==> src/rtl/ddrsec_pkg.sv <==
// Shared constants for the DDR secure window filter.
// Assumes the megabyte field fits below the control bits (at most 12 bits).
package ddrsec_pkg;
    localparam int CFG_HALF  = 16;  // data half of a configuration word
    localparam int SEL_BIT   = 12;  // window secure-select
    localparam int EN_BIT    = 13;  // window enable
    localparam int DFLT_BIT  = 14;  // default area secure (last word only)
    localparam int BYP_BIT   = 15;  // global bypass (last word only)

    typedef struct packed {
        logic valid;
        logic allow;
        logic err;
    } verdict_t;
endpackage

==> src/rtl/ddrsec_cfg_regs.sv <==
// Configuration storage for the window filter.
// Holds per-window start/end/select/enable plus the default and bypass bits.
// Every write applies the upper-half mask to the lower-half data.
// Assumes MB_W <= SEL_BIT so fields do not overlap the control bits.
module ddrsec_cfg_regs
    import ddrsec_pkg::*;
#(
    parameter int NUM_RGN = 8,
    parameter int MB_W    = 12,
    parameter int IDX_W   = 4
) (
    input  logic                         clk,
    input  logic                         rst_n,
    input  logic                         we,
    input  logic [IDX_W-1:0]             idx,
    input  logic [2*CFG_HALF-1:0]        wdata,
    output logic [NUM_RGN-1:0][MB_W-1:0] st_mb,
    output logic [NUM_RGN-1:0][MB_W-1:0] ed_mb,
    output logic [NUM_RGN-1:0]           en,
    output logic [NUM_RGN-1:0]           sel,
    output logic                         dflt_sec,
    output logic                         bypass
);
    localparam int LAST_IDX = 2 * NUM_RGN - 1;

    logic [CFG_HALF-1:0] wd;
    logic [CFG_HALF-1:0] wm;

    // Split the write word into its data and mask halves.
    always_comb begin
        wd = wdata[CFG_HALF-1:0];
        wm = wdata[2*CFG_HALF-1:CFG_HALF];
    end

    // Apply a mask to one field: masked bits take new data.
    function automatic logic [MB_W-1:0] merge_mb(
        input logic [MB_W-1:0] old_v,
        input logic [MB_W-1:0] new_v,
        input logic [MB_W-1:0] msk
    );
        return (old_v & ~msk) | (new_v & msk);
    endfunction

    for (genvar r = 0; r < NUM_RGN; r++) begin : g_win
        logic hit_lo;
        logic hit_hi;

        // Decode writes to this window's two words.
        always_comb begin
            hit_lo = we && (idx == IDX_W'(2 * r));
            hit_hi = we && (idx == IDX_W'(2 * r + 1));
        end

        // Start, select and enable live in the even word.
        always_ff @(posedge clk) begin
            if (!rst_n) begin
                st_mb[r] <= '0;
                sel[r]   <= 1'b0;
                en[r]    <= 1'b0;
            end else if (hit_lo) begin
                st_mb[r] <= merge_mb(st_mb[r], wd[MB_W-1:0], wm[MB_W-1:0]);
                if (wm[SEL_BIT]) sel[r] <= wd[SEL_BIT];
                if (wm[EN_BIT])  en[r]  <= wd[EN_BIT];
            end
        end

        // End megabyte lives in the odd word.
        always_ff @(posedge clk) begin
            if (!rst_n) begin
                ed_mb[r] <= '0;
            end else if (hit_hi) begin
                ed_mb[r] <= merge_mb(ed_mb[r], wd[MB_W-1:0], wm[MB_W-1:0]);
            end
        end
    end

    // Global bits share the last window's end word.
    always_ff @(posedge clk) begin
        if (!rst_n) begin
            dflt_sec <= 1'b0;
            bypass   <= 1'b1;
        end else if (we && (idx == IDX_W'(LAST_IDX))) begin
            if (wm[DFLT_BIT]) dflt_sec <= wd[DFLT_BIT];
            if (wm[BYP_BIT])  bypass   <= wd[BYP_BIT];
        end
    end
endmodule

==> src/rtl/ddrsec_win_match.sv <==
// Combinational comparison of one megabyte index against all windows.
// Reports whether any enabled window matched and whether any secure one did.
// Assumes windows with start > end are simply empty.
module ddrsec_win_match #(
    parameter int NUM_RGN = 8,
    parameter int MB_W    = 12
) (
    input  logic [MB_W-1:0]              acc_mb,
    input  logic [NUM_RGN-1:0][MB_W-1:0] st_mb,
    input  logic [NUM_RGN-1:0][MB_W-1:0] ed_mb,
    input  logic [NUM_RGN-1:0]           en,
    input  logic [NUM_RGN-1:0]           sel,
    output logic                         hit_any,
    output logic                         hit_sec
);
    logic [NUM_RGN-1:0] hit;

    for (genvar r = 0; r < NUM_RGN; r++) begin : g_cmp
        // Inclusive range test gated by the window enable.
        always_comb begin
            hit[r] = en[r] && (acc_mb >= st_mb[r]) && (acc_mb <= ed_mb[r]);
        end
    end

    // Reduce per-window hits into the two summary flags.
    always_comb begin
        hit_any = |hit;
        hit_sec = |(hit & sel);
    end
endmodule

==> src/rtl/ddrsec_verdict.sv <==
// Registers the allow/deny verdict one cycle after the access strobe.
// Assumes match flags and configuration are stable in the strobe cycle.
module ddrsec_verdict
    import ddrsec_pkg::*;
(
    input  logic     clk,
    input  logic     rst_n,
    input  logic     acc_valid,
    input  logic     acc_secure,
    input  logic     hit_any,
    input  logic     hit_sec,
    input  logic     dflt_sec,
    input  logic     bypass,
    output verdict_t verdict
);
    logic deny;

    // Non-secure traffic is refused in a secure window or a secure default area.
    always_comb begin
        deny = !acc_secure && !bypass && (hit_sec || (!hit_any && dflt_sec));
    end

    // Capture the verdict for the current access.
    always_ff @(posedge clk) begin
        if (!rst_n) begin
            verdict <= '0;
        end else begin
            verdict.valid <= acc_valid;
            verdict.allow <= acc_valid && !deny;
            verdict.err   <= acc_valid && deny;
        end
    end
endmodule

==> src/rtl/ddrsec_filter.sv <==
// Top of the DDR secure window filter.
// Ties configuration storage, window comparison and verdict register together.
// Assumes ADDR_W - MB_SHIFT <= 12 so the megabyte field fits the word layout.
module ddrsec_filter
    import ddrsec_pkg::*;
#(
    parameter int NUM_RGN  = 8,
    parameter int ADDR_W   = 32,
    parameter int MB_SHIFT = 20,
    localparam int MB_W    = ADDR_W - MB_SHIFT,
    localparam int IDX_W   = $clog2(2 * NUM_RGN)
) (
    input  logic                  clk,
    input  logic                  rst_n,
    input  logic                  cfg_we,
    input  logic [IDX_W-1:0]      cfg_idx,
    input  logic [2*CFG_HALF-1:0] cfg_wdata,
    input  logic                  acc_valid,
    input  logic [ADDR_W-1:0]     acc_addr,
    input  logic                  acc_secure,
    output logic                  dec_valid,
    output logic                  dec_allow,
    output logic                  dec_err
);
    logic [NUM_RGN-1:0][MB_W-1:0] st_w;
    logic [NUM_RGN-1:0][MB_W-1:0] ed_w;
    logic [NUM_RGN-1:0]           en_w;
    logic [NUM_RGN-1:0]           sel_w;
    logic                         dflt_w;
    logic                         bypass_w;
    logic                         hit_any_w;
    logic                         hit_sec_w;
    logic [MB_W-1:0]              acc_mb;
    logic                         unused_low;
    verdict_t                     verdict_w;

    // Take the megabyte index; the byte offset is not compared.
    always_comb begin
        acc_mb     = acc_addr[ADDR_W-1:MB_SHIFT];
        unused_low = ^acc_addr[MB_SHIFT-1:0];
    end

    ddrsec_cfg_regs #(
        .NUM_RGN(NUM_RGN), .MB_W(MB_W), .IDX_W(IDX_W)
    ) regs_i (
        .clk(clk), .rst_n(rst_n), .we(cfg_we), .idx(cfg_idx), .wdata(cfg_wdata),
        .st_mb(st_w), .ed_mb(ed_w), .en(en_w), .sel(sel_w),
        .dflt_sec(dflt_w), .bypass(bypass_w)
    );

    ddrsec_win_match #(
        .NUM_RGN(NUM_RGN), .MB_W(MB_W)
    ) match_i (
        .acc_mb(acc_mb), .st_mb(st_w), .ed_mb(ed_w), .en(en_w), .sel(sel_w),
        .hit_any(hit_any_w), .hit_sec(hit_sec_w)
    );

    ddrsec_verdict verdict_i (
        .clk(clk), .rst_n(rst_n), .acc_valid(acc_valid), .acc_secure(acc_secure),
        .hit_any(hit_any_w), .hit_sec(hit_sec_w), .dflt_sec(dflt_w),
        .bypass(bypass_w), .verdict(verdict_w)
    );

    // Drive the output pins from the verdict register.
    always_comb begin
        dec_valid = verdict_w.valid;
        dec_allow = verdict_w.allow;
        dec_err   = verdict_w.err;
    end
endmodule

==> config.mk <==
export PLATFORM = sky130hd
export DESIGN_NAME = ddrsec_filter
export DESIGN_NICKNAME = d
export VERILOG_FILES = /design/src/rtl/ddrsec_pkg.sv /design/src/rtl/ddrsec_cfg_regs.sv /design/src/rtl/ddrsec_win_match.sv /design/src/rtl/ddrsec_verdict.sv /design/src/rtl/ddrsec_filter.sv
export SDC_FILE = /design/constraint.sdc
export NUM_CORES = 1
export LEC_CHECK = 0
export ABC_AREA = 1
export BUFFER_PORTS_ARGS = -buffer_cell sky130_fd_sc_hd__buf_2
export CAP_MARGIN = 20
export CORE_UTILIZATION = 61
export DETAILED_ROUTE_END_ITERATION = 7
export GPL_TIMING_DRIVEN = 0
export PLACE_DENSITY_LB_ADDON = 0.12
export REMOVE_ABC_BUFFERS = 1
export SETUP_SLACK_MARGIN = 0.4
export SKIP_CTS_REPAIR_TIMING = 1
export SYNTH_ARGS = -nofsm -noshare
export SYNTH_HDL_FRONTEND = slang
export SYNTH_HIERARCHICAL = 1
export SYNTH_SLANG_ARGS = --single-unit
==> constraint.sdc <==
create_clock -name clk -period 5.2 [get_ports clk]
set_input_delay 0.26 -clock clk [delete_from_list [all_inputs] [get_ports clk]]
set_output_delay 0.26 -clock clk [all_outputs]
set_load 0.01 [all_outputs]
==> qor.csv, run 1 <==
stage;metric;value;unit
floorplanning;start_util;0.6280;
logic_synthesis;ys_top_cells_by_count;501 x nand2_1, 320 x inv_1, 213 x dfxtp_1;
logic_synthesis;syn-instance-count;2199;
worst_setup_path;worstPathRequired;5.66;ns
floorplanning;fp.dieW;158.1;um
routing;drt_iter0_markers;1216;
sta;fmax;442.5;MHz
hold_path;hold_path_class;input port to register;
cts;clock_sinks;213;
sta;min_period;2.260;ns
global_route;grt.overflow.total;0;
floorplanning;rows;56;
worst_setup_path;cp.arrival;2.72;ns
power_and_ir_drop;leakage;0.006730;uW
logic_synthesis;synthArstFlopShare;0;
power_and_ir_drop;peakVddDrop;0.0002162;V
logic_synthesis;synth_ff_type;dfxtp_1;
place;port_buffers;55;
global_route;track_usage;0.3377;
logic_synthesis;syn_avg_cell_area;6.764;um^2
logic_synthesis;syn_area;14870;um^2
sta;finClkSkew;0.01002;ns
worst_setup_path;crit_path_max_fanout;2;
job;maxCapViolations;0;
layout;fill_cells;2047;
outcome;run_status;complete, but fails checks;
floorplanning;ios;76;
routing;drc;0;
worst_setup_path;setup.worst_path.start_class;register;
routing;totalWireLength;41950;um
routing;via_per_inst;5.711;
logic_synthesis;synth_edf_count;0;
routing;ant_nets;0;
logic_synthesis;synth.area.top_cells;dfxtp_1 29%, ha_1 16%, nand2_1 13%;
logic_synthesis;synth-seq-cells;213;
routing;vias;14300;
sta;whs;-0.005401;ns
global_route;grt_pass1_wl;66100;um
floorplanning;core_area;23680;um^2
global_route;grt_max_degree;113;
floorplanning;die_area;25010;um^2
outcome;violations;negative hold slack;
logic_synthesis;seq_area_frac_synth;0.2867;
logic_synthesis;yosysWarnings;6;
logic_synthesis;ys_types;25;
routing;first_pass_iters;7;
sta;max_slew_margin;0.4573;
power_and_ir_drop;power_per_cell_area;251.2;nW/um^2
layout;multi_input_comb_area;8876;um^2
layout;fin_cells;2504;
cts;cts-buffers-inserted;26;
worst_setup_path;critPathKind;register to register;
worst_setup_path;crit_path_end_kind;register;
logic_synthesis;yosysMostFrequentCell;nand2_1;
place;placed_cells;2453;
routing;routedWlPerCell;16.75;um
layout;area_growth;9.809;%
sta;finalHoldViolCount;2;
layout;seq_area;4264;um^2
logic_synthesis;yosysTopAreaCellShare;0.2867;
cts;path_clk_slew;0.06;ns
sta;maxSlewViolCount;0;
cts;clockBufferDepth;3;
cts;root_buffer;clkbuf_16;
layout;nets;2430;
sta;setup_viol;0;
sta;worst_pin_slew;0.8141;ns
place;place_hpwl;28170;um
layout;diodes;0;
place;gp_congestion;0.8949;
sta;period_share;0.4346;
floorplanning;die_h;158.1;um
cts;cts_tree;done;
layout;drive_gt1_frac;0.06728;
sta;finalSetupTns;0;ns
cts;clock_latency;0.53;ns
global_route;grt_pass1_vias;12960;
sta;rsz0062_at_grt;false;
global_route;antenna_found_initial;1;
cts;htreeDepth;1;
logic_synthesis;synth_area_leader_cell;dfxtp_1;
## final timing paths
check | slack, ns | depth (start not counted) | to | from
hold / removal | -0.005 | 3 | regs_i/bypass$_SDFFE_PN1P_ | cfg_wdata[31]
setup reg to reg | 2.94 | 14 | verdict_i/verdict[1]$_SDFF_PN0_ | register
hold reg to reg | 0.46 | 2 | register | register
setup / recovery | 2.94 | 14 | verdict_i/verdict[1]$_SDFF_PN0_ | register
## logic make-up (layout without fill, tap and decap cells)
group	after synthesis	after routing	synth area share
AO/OA/AOI/OAI	260	260	0.1115
adder cells (fa/ha/maj)	192	192	0.1615
flip-flops	213	213	0.2867
AND/OR/NAND/NOR	1075	1075	0.3199
buffers and inverters	459	445	0.1204
## stage by stage
step	instance area [um^2]	power [uW]	hold WS, ns	utilization	setup WS (ns)
final	16330	4103	-0.005401	0.6896	2.940
after global routing	16330	4250	0.01225	0.6896	2.781
after detailed placement	15410	2252	0.4510	0.6506	2.678
after global placement	14960	2211	0.4430	0.6318	-0.1797
after floorplan	14290	1970	0.3446	-	1.749
after CTS	16300	4112	-0.05368	0.6883	2.989
## cell type report
cell class,instances,share of cell area
clock buffer,40,0.05049
clock inverter,8,0.004214
inverter,321,0.07378
multi-input combinational,1527,0.5435
sequential,213,0.2611
tap,319,0.02444
timing repair buffer,76,0.04252
## worst max-delay path, cell delays in order (launching register included)
cell and delay [ns]:
dfxtp_1 0.33, inv_1 0.05, ha_1 0.29, nand2_1 0.10, o21ai_0 0.63, nand2_1 0.10, nand3_1 0.10, nand2_1 0.08
nand3_1 0.09, nand2_1 0.05, nor2_1 0.07, nand2_1 0.07, clkinv_1 0.06, nand2_2 0.05, a21oi_1 0.13
## metal layers
| layer | vias to the layer above | track usage | routed length (um) |
|---|---|---|---|
| met5 | - | 0 | 11 |
| met4 | 2 | 0.1474 | 1911 |
| met3 | 100 | 0.03477 | 2460 |
| met2 | 476 | 0.5823 | 19590 |
| met1 | 6596 | 0.4250 | 17970 |
| li1 | 7126 | - | - |
## cells in the final DEF, fill, tap and decap left out, types with 2 or more instances in the layout
cell type / netlist / routed
buf_12: 0 / 5
clkinv_2: 0 / 6
and2_1: 4 / 4
a21boi_1: 23 / 23
nor2_1: 186 / 177
nand2_2: 3 / 3
a21oi_1: 116 / 116
nand3b_1: 3 / 3
a21boi_2: 4 / 4
nand2_1: 501 / 501
dlygate4sd3_1: 0 / 3
nand4_1: 157 / 157
buf_8: 0 / 6
ha_1: 192 / 192
inv_1: 320 / 320
and2b_1: 2 / 2
a21boi_0: 95 / 95
clkbuf_1: 82 / 3
o21a_1: 8 / 8
dfxtp_1: 213 / 213
nor2_2: 11 / 13
clkbuf_16: 0 / 27
buf_2: 54 / 54
o21ai_0: 8 / 8
nor2_4: 1 / 8
clkbuf_8: 0 / 10
o21bai_1: 5 / 5
nand3_1: 207 / 207
buf_16: 0 / 7
## report_power, final
group,internal [uW],switching (uW),total [uW]
Combinational,178,396,574
Clock,1140,735,1870
Sequential,1650,8.52,1660
Total,2960,1140,4100
No activity file was read; power rests on OpenSTA's default activity.
==> run 2, diff against run 1 <==
==> constraint.sdc (replaced) <==
create_clock -name clk -period 2.36 [get_ports clk]
set_input_delay 0.118 -clock clk [delete_from_list [all_inputs] [get_ports clk]]
set_output_delay 0.118 -clock clk [all_outputs]
set_load 0.01 [all_outputs]
==> run 2 against run 1 <==
Against the previous run: the run still ends with negative hold slack left; final cell count up 0.48%; critical path depth is the same; sequential power is 120% higher; non-clock buffer count up 11; combinational power up 140%; register-to-register slack worse by 2.6 ns; hold slack got worse by 0.0078 ns; via count up 2.2%; largest cell class unchanged; largest power group unchanged.
==> qor.csv, run 2 (synthesis results as in run 1) <==
stage;metric;value;unit;change
outcome;violations;negative hold slack;;
power_and_ir_drop;power_switching;2576;uW;+130%
cts;clock_latency;0.54;ns;about the same
sta;setup_viol;0;;unchanged
sta;finClkSkew;0.008887;ns;-0.001135 ns
outcome;run_status;complete, but fails checks;;
cts;root_buffer;clkbuf_16;;
sta;maxSlewViolCount;0;;unchanged
floorplanning;fp.dieW;158.1;um;unchanged
routing;ant_nets;0;;unchanged
layout;final_util;0.7190;;+0.02943
power_and_ir_drop;peakVddDrop;0.0004754;V;+120%
floorplanning;core_area;23680;um^2;unchanged
routing;drt_iter0_markers;1386;;+14%
routing;routedWlPerCell;17.44;um;+4.1%
layout;diodes;0;;unchanged
worst_setup_path;crit_path_end_kind;register;;
sta;fmax;490.5;MHz;+11%
layout;fin_cells;2516;;+0.48%
place;placed_cells;2453;;unchanged
job;maxCapViolations;0;;unchanged
power_and_ir_drop;p_clk_frac;0.451;;-0.005
routing;drc;0;;unchanged
sta;min_period;2.039;ns;-0.2212 ns
sta;rsz0062_at_grt;true;;
hold_path;hold_path_class;input port to register;;
layout;fill_cells;1926;;-5.9%
worst_setup_path;cpPeakStageDelay;0.33;ns;-0.30 ns
place;place_hpwl;28170;um;unchanged
global_route;antenna_found_initial;0;;-1
sta;finalSetupTns;0;ns;unchanged
floorplanning;rows;56;;unchanged
sta;max_slew_margin;0.5057;;+0.04847
power_and_ir_drop;combPwrFrac;0.151;;+0.011
power_and_ir_drop;leakage;0.006869;uW;+2.1%
worst_setup_path;cpMostUsedCell;nand2_1;;
cts;htreeDepth;1;;unchanged
global_route;grt.overflow.total;0;;unchanged
floorplanning;die_h;158.1;um;unchanged
global_route;grt_pass1_vias;12960;;unchanged
global_route;grtUsageMet2;0.5823;;unchanged
routing;vias;14610;;+2.2%
global_route;grt_util_met3;0.03477;;unchanged
layout;final_common_cell;nand2_1;;
power_and_ir_drop;p_int;6580;uW;+120%
power_and_ir_drop;power_per_cell_area;537.7;nW/um^2;+110%
cts;path_clk_slew;0.06;ns;about the same
global_route;track_usage;0.3377;;unchanged
floorplanning;die_area;25010;um^2;unchanged
sta;worst_pin_slew;0.7406;ns;-0.07352 ns
layout;drive_gt1_frac;0.1229;;+0.05562
cts;cts-buffers-inserted;26;;unchanged
power_and_ir_drop;total_power;9156;uW;+120%
cts;clock_sinks;213;;unchanged
sta;whs;-0.01325;ns;-0.007847 ns
floorplanning;start_util;0.6280;;unchanged
global_route;grt_max_degree;113;;unchanged
place;port_buffers;55;;unchanged
worst_setup_path;cp.arrival;2.50;ns;-0.22 ns
worst_setup_path;setup.worst_path.start_class;register;;
cts;cts_tree;done;;
worst_setup_path;crit_path_max_fanout;2;;unchanged
cts;clockBufferDepth;3;;unchanged
layout;nets;2442;;+0.49%
routing;first_pass_iters;6;;-1
global_route;grt_pass1_wl;66100;um;unchanged
routing;totalWireLength;43870;um;+4.6%
global_route;met1_usage;0.4250;;unchanged
layout;area_growth;14.49;%;
worst_setup_path;worstPathRequired;2.82;ns;-2.84 ns
routing;via_per_inst;5.808;;+1.7%
worst_setup_path;critPathKind;register to register;;
sta;finalHoldViolCount;3;;+1
place;gp_congestion;0.8949;;unchanged
layout;final_cell_mix;481 x nand2_1, 312 x inv_1, 203 x nand3_1;;
floorplanning;ios;76;;unchanged
power_and_ir_drop;p_seq_frac;0.399;;-0.005
global_route;grt-busiest-layer;met2;;
sta;period_share;0.8639;;+0.4293
worst_setup_path;cp_cell_sequence;inv_2 > ha_4 > nand4_1 > and2b_1 > nand2_1 > nand3_1 > nand2_1 > nand3_1 > nand2_1 > nor2_1 > nand2_1 > inv_2 > nand2_2 > a21oi_1;;
power_and_ir_drop;power_switching_share;0.2813;;+0.003771
worst_setup_path;cp_slowest_cell;dfxtp_2;;
run 2: area by class of cell:
cell class / instances / area (um^2) / share of cell area
repair buffers: 87 / 804.5 / 0.04724
multi-input cells: 1528 / 9423 / 0.5533
flip-flops and latches: 213 / 4304 / 0.2528
well taps: 319 / 399.1 / 0.02344
inverters: 321 / 1205 / 0.07076
clock inverters: 8 / 68.82 / 0.004041
clock buffers: 40 / 824.5 / 0.04842
run 2: power by group through the flow:
stage / combinational, uW / clock, uW / sequential [uW]
6_report: 1380 / 4130 / 3650
2_1_floorplan: 614 / 0 / 3730
3_5_place_dp: 1230 / 0 / 3730
5_1_grt: 1510 / 4300 / 3660
3_3_place_gp: 1140 / 0 / 3730
4_1_cts: 1240 / 4170 / 3650
run 2: path summary, 6_finish.rpt:
kind,startpoint,end,slack [ns],cells after the start
worst max-delay path,register,verdict_i/verdict[1]$_SDFF_PN0_,0.32,14
worst min register to register,register,register,0.46,2
worst min-delay path,cfg_wdata[28],regs_i/sel[2]$_SDFFE_PN0P_,-0.01,3
worst max register to register,register,verdict_i/verdict[1]$_SDFF_PN0_,0.32,14
run 2: critical path, delay by kind of cell, from the launching register on:
kind	cells	cell delay, ns
AOI/OAI and AO/OA	1	0.14
adders and majority gates	1	0.25
buffers and inverters	2	0.11
DFF	1	0.33
and+or+nand+nor	10	1.12
run 2: metal layers:
layer	up-vias	wire, um
met5	-	0
met4	0	1769
met3	100	3251
met2	584	20780
met1	6767	18070
li1	7163	-
run 2: per-stage QoR:
step	cell area, um^2	setup WS (ns)	hold WS, ns
CTS	16300	0.1488	-0.1957
global route	17030	0.2116	0.002514
detailed placement	15410	-0.02045	0.3565
floorplan	14290	-0.9493	0.2026
global placement	14960	-2.878	0.3514
finish	17030	0.3211	-0.01325
